## src/rtl/pbb_pkg.sv

```systemverilog
package pbb_pkg;
    localparam int unsigned CMD_RD  = 0;
    localparam int unsigned CMD_WR  = 1;
    localparam int unsigned CMD_ACK = 2;

    localparam logic [1:0] TR_IDLE   = 2'b00;
    localparam logic [1:0] TR_NONSEQ = 2'b10;

    typedef enum logic [2:0] {
        M_IDLE,
        M_REQ,
        M_DATA,
        M_DEFER,
        M_RACK
    } mstate_e;
endpackage

```

## src/rtl/pbb_rx.sv

```systemverilog
module pbb_rx #(
    parameter int DW = 32,
    parameter int AW = 32
) (
    input  logic          clk,
    input  logic          rst_n,
    input  logic          in_valid,
    output logic          in_ready,
    input  logic [DW-1:0] in_word,
    input  logic          release_pkt,
    output logic          held,
    output logic [DW-1:0] pkt_type,
    output logic [AW-1:0] pkt_addr,
    output logic [DW-1:0] pkt_data
);
    logic [1:0] beat;

    assign in_ready = !held;

    always_ff @(posedge clk) begin
        if (!rst_n) begin
            beat     <= '0;
            held     <= 1'b0;
            pkt_type <= '0;
            pkt_addr <= '0;
            pkt_data <= '0;
        end else begin
            if (in_valid && in_ready) begin
                unique case (beat)
                    2'd0:    pkt_type <= in_word;
                    2'd1:    pkt_addr <= AW'(in_word);
                    default: pkt_data <= in_word;
                endcase
                if (beat == 2'd2) begin
                    beat <= '0;
                    held <= 1'b1;
                end else begin
                    beat <= beat + 2'd1;
                end
            end
            if (release_pkt) begin
                held <= 1'b0;
            end
        end
    end
endmodule

```

## src/rtl/pbb_wq.sv

```systemverilog
module pbb_wq #(
    parameter int DW    = 32,
    parameter int AW    = 32,
    parameter int DEPTH = 8
) (
    input  logic                         clk,
    input  logic                         rst_n,
    input  logic                         push,
    input  logic [AW-1:0]                push_addr,
    input  logic [DW-1:0]                push_data,
    input  logic                         pop,
    output logic [AW-1:0]                head_addr,
    output logic [DW-1:0]                head_data,
    output logic                         full,
    output logic                         empty,
    output logic [$clog2(DEPTH+1)-1:0]   count
);
    localparam int PW = (DEPTH > 1) ? $clog2(DEPTH) : 1;
    localparam int CW = $clog2(DEPTH+1);

    logic [AW-1:0] store_a [DEPTH];
    logic [DW-1:0] store_d [DEPTH];
    logic [PW-1:0] wr_ptr, rd_ptr;

    logic do_push, do_pop;
    assign full      = (count == CW'(DEPTH));
    assign empty     = (count == '0);
    assign do_push   = push && !full;
    assign do_pop    = pop && !empty;
    assign head_addr = store_a[rd_ptr];
    assign head_data = store_d[rd_ptr];

    function automatic logic [PW-1:0] wrap_inc(input logic [PW-1:0] p);
        return (p == PW'(DEPTH-1)) ? '0 : p + PW'(1);
    endfunction

    always_ff @(posedge clk) begin
        if (do_push) begin
            store_a[wr_ptr] <= push_addr;
            store_d[wr_ptr] <= push_data;
        end
    end

    always_ff @(posedge clk) begin
        if (!rst_n) begin
            wr_ptr <= '0;
            rd_ptr <= '0;
            count  <= '0;
        end else begin
            if (do_push) wr_ptr <= wrap_inc(wr_ptr);
            if (do_pop)  rd_ptr <= wrap_inc(rd_ptr);
            count <= count + CW'(do_push) - CW'(do_pop);
        end
    end
endmodule

```

## src/rtl/pbb_master.sv

```systemverilog
module pbb_master
    import pbb_pkg::*;
#(
    parameter int DW = 32,
    parameter int AW = 32
) (
    input  logic          clk,
    input  logic          rst_n,
    input  logic          q_empty,
    input  logic [AW-1:0] q_addr,
    input  logic [DW-1:0] q_data,
    output logic          q_pop,
    input  logic          rd_load,
    input  logic [AW-1:0] rd_addr_in,
    output logic          rd_busy,
    input  logic          bus_busy,
    output logic [AW-1:0] haddr,
    output logic [1:0]    htrans,
    output logic          hwrite,
    output logic [DW-1:0] hwdata,
    input  logic [DW-1:0] hrdata,
    input  logic          hready,
    output logic          out_valid,
    input  logic          out_ready,
    output logic [DW-1:0] out_word
);
    mstate_e       state, nxt;
    logic          rd_pend;
    logic [AW-1:0] rd_addr;
    logic [AW-1:0] cur_addr;
    logic [DW-1:0] cur_data;
    logic          cur_wr;
    logic [DW-1:0] rdata;
    logic [1:0]    beat;
    logic          start_wr, start_rd;

    assign rd_busy  = rd_pend;
    assign start_wr = (state == M_IDLE) && !q_empty && !bus_busy;
    assign start_rd = !bus_busy && (((state == M_IDLE) && rd_pend && q_empty)
                                    || (state == M_DEFER));
    assign q_pop    = start_wr;

    always_comb begin
        nxt = state;
        unique case (state)
            M_IDLE: begin
                if (start_wr || start_rd)         nxt = M_REQ;
                else if (rd_pend && q_empty)      nxt = M_DEFER;
            end
            M_DEFER: if (!bus_busy)               nxt = M_REQ;
            M_REQ:   if (hready)                  nxt = M_DATA;
            M_DATA:  if (hready)                  nxt = cur_wr ? M_IDLE : M_RACK;
            M_RACK:  if (out_ready && beat == 2'd2) nxt = M_IDLE;
            default:                              nxt = M_IDLE;
        endcase
    end

    always_ff @(posedge clk) begin
        if (!rst_n) state <= M_IDLE;
        else        state <= nxt;
    end

    always_ff @(posedge clk) begin
        if (!rst_n) begin
            rd_pend  <= 1'b0;
            rd_addr  <= '0;
            cur_addr <= '0;
            cur_data <= '0;
            cur_wr   <= 1'b0;
            rdata    <= '0;
            beat     <= '0;
        end else begin
            if (rd_load) begin
                rd_pend <= 1'b1;
                rd_addr <= rd_addr_in;
            end
            if (start_wr) begin
                cur_addr <= q_addr;
                cur_data <= q_data;
                cur_wr   <= 1'b1;
            end else if (start_rd) begin
                cur_addr <= rd_addr;
                cur_wr   <= 1'b0;
            end
            if (state == M_DATA && hready && !cur_wr) begin
                rdata <= hrdata;
                beat  <= '0;
            end
            if (state == M_RACK && out_ready) begin
                beat <= beat + 2'd1;
                if (beat == 2'd2) rd_pend <= 1'b0;
            end
        end
    end

    always_comb begin
        htrans    = TR_IDLE;
        haddr     = '0;
        hwrite    = 1'b0;
        hwdata    = '0;
        out_valid = 1'b0;
        out_word  = '0;
        unique case (state)
            M_REQ: begin
                htrans = TR_NONSEQ;
                haddr  = cur_addr;
                hwrite = cur_wr;
            end
            M_DATA: hwdata = cur_wr ? cur_data : '0;
            M_RACK: begin
                out_valid = 1'b1;
                unique case (beat)
                    2'd0:    out_word = DW'(CMD_ACK);
                    2'd1:    out_word = DW'(cur_addr);
                    default: out_word = rdata;
                endcase
            end
            default: ;
        endcase
    end
endmodule

```

## src/rtl/pkt_bus_bridge.sv

```systemverilog
module pkt_bus_bridge
    import pbb_pkg::*;
#(
    parameter int DW    = 32,
    parameter int AW    = 32,
    parameter int DEPTH = 8
) (
    input  logic          clk,
    input  logic          rst_n,
    input  logic          in_valid,
    output logic          in_ready,
    input  logic [DW-1:0] in_word,
    output logic          out_valid,
    input  logic          out_ready,
    output logic [DW-1:0] out_word,
    output logic [AW-1:0] haddr,
    output logic [1:0]    htrans,
    output logic          hwrite,
    output logic [DW-1:0] hwdata,
    input  logic [DW-1:0] hrdata,
    input  logic          hready,
    input  logic          bus_busy,
    output logic          err_pulse
);
    localparam int CW = $clog2(DEPTH+1);

    logic          held, release_pkt;
    logic [DW-1:0] pkt_type, pkt_data;
    logic [AW-1:0] pkt_addr;
    logic          q_push, q_pop, q_full, q_empty;
    logic [AW-1:0] q_addr;
    logic [DW-1:0] q_data;
    logic [CW-1:0] wq_count;
    logic          rd_load, rd_busy, is_wr, is_rd, drop;

    pbb_rx #(.DW(DW), .AW(AW)) u_rx (
        .clk(clk), .rst_n(rst_n), .in_valid(in_valid), .in_ready(in_ready),
        .in_word(in_word), .release_pkt(release_pkt), .held(held),
        .pkt_type(pkt_type), .pkt_addr(pkt_addr), .pkt_data(pkt_data)
    );

    assign is_wr       = (pkt_type == DW'(CMD_WR));
    assign is_rd       = (pkt_type == DW'(CMD_RD));
    assign release_pkt = held && !rd_busy && !(is_wr && q_full);
    assign q_push      = release_pkt && is_wr;
    assign rd_load     = release_pkt && is_rd;
    assign drop        = release_pkt && !is_wr && !is_rd;

    always_ff @(posedge clk) begin
        if (!rst_n) err_pulse <= 1'b0;
        else        err_pulse <= drop;
    end

    pbb_wq #(.DW(DW), .AW(AW), .DEPTH(DEPTH)) u_wq (
        .clk(clk), .rst_n(rst_n), .push(q_push), .push_addr(pkt_addr),
        .push_data(pkt_data), .pop(q_pop), .head_addr(q_addr),
        .head_data(q_data), .full(q_full), .empty(q_empty), .count(wq_count)
    );

    pbb_master #(.DW(DW), .AW(AW)) u_master (
        .clk(clk), .rst_n(rst_n), .q_empty(q_empty), .q_addr(q_addr),
        .q_data(q_data), .q_pop(q_pop), .rd_load(rd_load),
        .rd_addr_in(pkt_addr), .rd_busy(rd_busy), .bus_busy(bus_busy),
        .haddr(haddr), .htrans(htrans), .hwrite(hwrite), .hwdata(hwdata),
        .hrdata(hrdata), .hready(hready), .out_valid(out_valid),
        .out_ready(out_ready), .out_word(out_word)
    );
endmodule

```

## config.mk

```make
export PLATFORM = sky130hd
export DESIGN_NAME = pkt_bus_bridge
export DESIGN_NICKNAME = d
export VERILOG_FILES = /design/src/rtl/pbb_pkg.sv /design/src/rtl/pbb_rx.sv /design/src/rtl/pbb_wq.sv /design/src/rtl/pbb_master.sv /design/src/rtl/pkt_bus_bridge.sv
export SDC_FILE = /design/constraint.sdc
export NUM_CORES = 1
export LEC_CHECK = 0
export ABC_CLOCK_PERIOD_IN_PS = 12800
export BUFFER_PORTS_ARGS = -buffer_cell sky130_fd_sc_hd__buf_2
export CAP_MARGIN = 30
export CORE_MARGIN = 2
export CORE_UTILIZATION = 61
export DETAILED_ROUTE_END_ITERATION = 6
export PLACE_DENSITY = 0.8
export SYNTH_ARGS = -nofsm -noshare
export SYNTH_HDL_FRONTEND = slang
export SYNTH_HIERARCHICAL = 1
export SYNTH_SLANG_ARGS = --single-unit
```

## constraint.sdc

```tcl
create_clock -name clk -period 12.8 [get_ports clk]
set_clock_uncertainty 0.05 [all_clocks]
set_input_delay 0 -clock clk [delete_from_list [all_inputs] [get_ports clk]]
set_output_delay 0 -clock clk [all_outputs]
set_load 0.1 [all_outputs]
```

==> impl_metrics.json <==
{
  "syn-num-nets": 2086,
  "r2r_cells": 6,
  "synth_area_per_cell_sq_um": 14.8,
  "seq_area_frac_synth_pct": 68.9,
  "path_class": "reg2reg",
  "dieArea_sq_um": 50200,
  "wl_mm": 70.6,
  "overflow": 0,
  "ant_nets": 0,
  "gp_congestion": 0.915,
  "synth-async-reset-ratio_pct": 0,
  "seqCellArea_sq_um": 20300,
  "rsz0062_at_grt": "false",
  "pin_count": 172,
  "first_pass_iters": 5,
  "arrival_ns": 3.91,
  "synth_warnings": 6,
  "path_cells": "nor4_1, nand4_1, nor4_2, nand3_1, nor2_4, buf_4",
  "cp_max_fo": 39,
  "h-tree-depth": 3,
  "cts_buffers": 74,
  "slew_violations": 0,
  "insertion_delay_ns": 0.62,
  "p_per_area_nw_per_um2": 168,
  "ys_top_cells_by_area": "edfxtp_1 (52%), dfxtp_1 (17%), mux4_2 (9.8%)",
  "grt_pass1_wl_mm": 107,
  "start_kind": "flop",
  "synthCells": 2002,
  "cp.depth": 6,
  "p_leak_nw": 10.9,
  "synth-edff-count": 512,
  "ctsLongestPathBuffers": 3,
  "slowest_delay_ns": 0.90,
  "drive_gt1_share_pct": 23.9,
  "crit_family": "simple AND/OR/NAND/NOR gates",
  "maxCapViolations": 0,
  "port_buffers": 170,
  "yosysTopAreaCell": "edfxtp_1",
  "die_w_um": 224,
  "cts_root_buf": "clkbuf_16",
  "hp-class": "in2reg",
  "synth_top_area_share_pct": 52.1,
  "cts.sinks": 760,
  "fin_crit_ns": 3.73,
  "syn_area_sq_um": 29500,
  "worstPathRequired_ns": 12.99,
  "status": "completed",
  "final.period_utilization_pct": 29.1,
  "post_drt_via_cell_ratio": 6.26,
  "synth_seq_cells": 760,
  "final_hold_viol_count": 0,
  "core_area_sq_um": 47700,
  "synthFlopType": "edfxtp_1",
  "fin_setup_tns_ns": 0,
  "end_kind": "flop",
  "regToRegSetupSlack_ns": 9.07,
  "drt_iter0_drc": 1998,
  "timing.hold.ws_ns": 0.139,
  "dpl.hpwl_mm": 39.9,
  "grt_pass1_vias": 18300,
  "hold_depth": 4,
  "grt_usage_pct": 28.4,
  "rows": 80,
  "clkTransAtPathRegs_ns": 0.06,
  "initial_core_util_pct": 61.8,
  "multi_input_area_sq_um": 8490,
  "die_y_um": 224,
  "grt_max_degree": 90,
  "synth.distinct_cells": 53,
  "area_growth_pct": 15.6,
  "setup_viol": 0,
  "cts_tree": "yes",
  "wl_per_cell_um": 24.4,
  "crit_buf_inv": 1,
  "ctsResizeCount": 0,
  "maxSlewHeadroom_pct": 31.8,
  "post-route-drc-count": 0,
  "fillers": 2866,
  "ir_drop_uv": 170,
  "vias": 18100,
  "slowest_stage": "nor2_4",
  "max_clock_freq_mhz": 268,
  "nNetsFinal": 2301,
  "tightest_slew_ns": 1.02,
  "antenna_found_initial": 3
}
## sequential cells by signal, indices dropped and copies added, names as in the netlist, named ones only
name,count
u_rx/pkt_type,32
u_wq/store_a,256
u_master/cur_addr,32
u_rx/pkt_addr,32
u_rx/held,1
u_master/beat,2
u_rx/beat,2
u_master/rd_busy,1
u_wq/count,4
u_wq/wr_ptr,3
u_wq/store_d,256
err_pulse,1
u_rx/pkt_data,32
u_wq/rd_ptr,3
u_master/cur_wr,1
u_master/cur_data,32
u_master/rd_addr,32
u_master/state,3
u_master/rdata,32
## worst paths after layout
check	startpoint	to
max	u_rx/pkt_type[16]$_SDFFE_PN0P_	u_wq/store_d[5][18]$_DFFE_PP_
min reg2reg	u_master/cur_data[25]$_SDFFE_PN0N_	u_master/cur_data[25]$_SDFFE_PN0N_
max reg2reg	u_rx/pkt_type[16]$_SDFFE_PN0P_	u_wq/store_d[5][18]$_DFFE_PP_
min	hrdata[29]	u_master/rdata[29]$_SDFFE_PN0P_
## routing by layer
layer  global-route usage (%)  vias to the layer above  wire length (um)
li1                         -                     7922                 -
met1                     37.3                     9147             27600
met2                     46.2                      888             34200
met3                     8.25                      146              7020
met4                     8.84                        4              1760
met5                        0                        -                27
## worst register-to-register path: stages (launching register included)
cell and delay, ns:
dfxtp_1 0.32, nor4_1 0.46, nand4_1 0.23, nor4_2 0.31
nand3_1 0.34, nor2_4 0.90, buf_4 0.70
## cell usage after synthesis (13+ instances only)
library cell and n:
buf_1 24, nor2_1 42, mux2_2 64, clkbuf_1 66, dfxtp_1 248, o21ai_0 63, nor2b_1 36, nand3_1 102
and2_1 68, ha_1 13, mux2i_1 39, a21oi_1 163, nor3b_1 33, buf_2 23, inv_1 15, nand2_1 210
o21ai_1 67, edfxtp_1 512, buf_6 15, mux4_2 128
## metrics by stage
step / total power [W] / cell area (sq um) / util (%) / setup slack [ns] / instances
after CTS: 0.00575 / 34100 / 71.5 / 9.14 / 2893
after detailed placement: 0.00355 / 30900 / 64.8 / 9.18 / 2685
after global routing: 0.00591 / 34100 / 71.5 / 8.84 / 2893
after global placement: 0.00352 / 30700 / 64.4 / 9.24 / 2677
after floorplan: 0.00334 / 29500 / - / 4.70 / 2002
final: 0.00573 / 34100 / 71.5 / 9.07 / 2894
## layout by cell type (no fill, tap or decap), types with 68 or more instances in the layout
master / n
nand3_1: 102
clkbuf_16: 74
nand2_1: 210
dlygate4sd3_1: 71
a21oi_1: 163
buf_2: 169
edfxtp_1: 512
mux4_2: 128
and2_1: 68
dfxtp_1: 245
## power breakdown
group | internal [W] | switching (W) | leakage (nW)
Sequential | 0.00272 | 0.000129 | 6.21
Combinational | 0.000253 | 0.000436 | 3.42
Clock | 0.00128 | 0.000921 | 1.22
Total | 0.00425 | 0.00149 | 10.9
## final cells by class
type / count / share of cell area, %
clock inverters: 43 / 1.31
inverters: 16 / 0.176
well taps: 615 / 2.25
repair buffers: 279 / 5.80
multi-input cells: 1086 / 24.9
clock buffers: 94 / 5.95
flip-flops and latches: 760 / 59.6
diodes: 1 / 0.00733
## logic make-up after synthesis
family / count (synthesis) / synth area share [%]
AOI/OAI and AO/OA: 310 / 5.41
xor gates and xnor gates: 1 / 0.0297
adders and majority gates: 14 / 0.619
buffers and inverters: 156 / 2.61
DFF: 760 / 68.9
muxes: 231 / 13.5
other: 1 / 0.0127
and+or+nand+nor: 529 / 8.91
## timing repair
| item | in CTS | in global routing |
|---|---|---|
| hold endpoints to repair | 191 | 0 |
| setup buffers | 0 | 0 |
| hold buffers | 71 | 0 |
No activity file was read; power rests on OpenSTA's default activity.
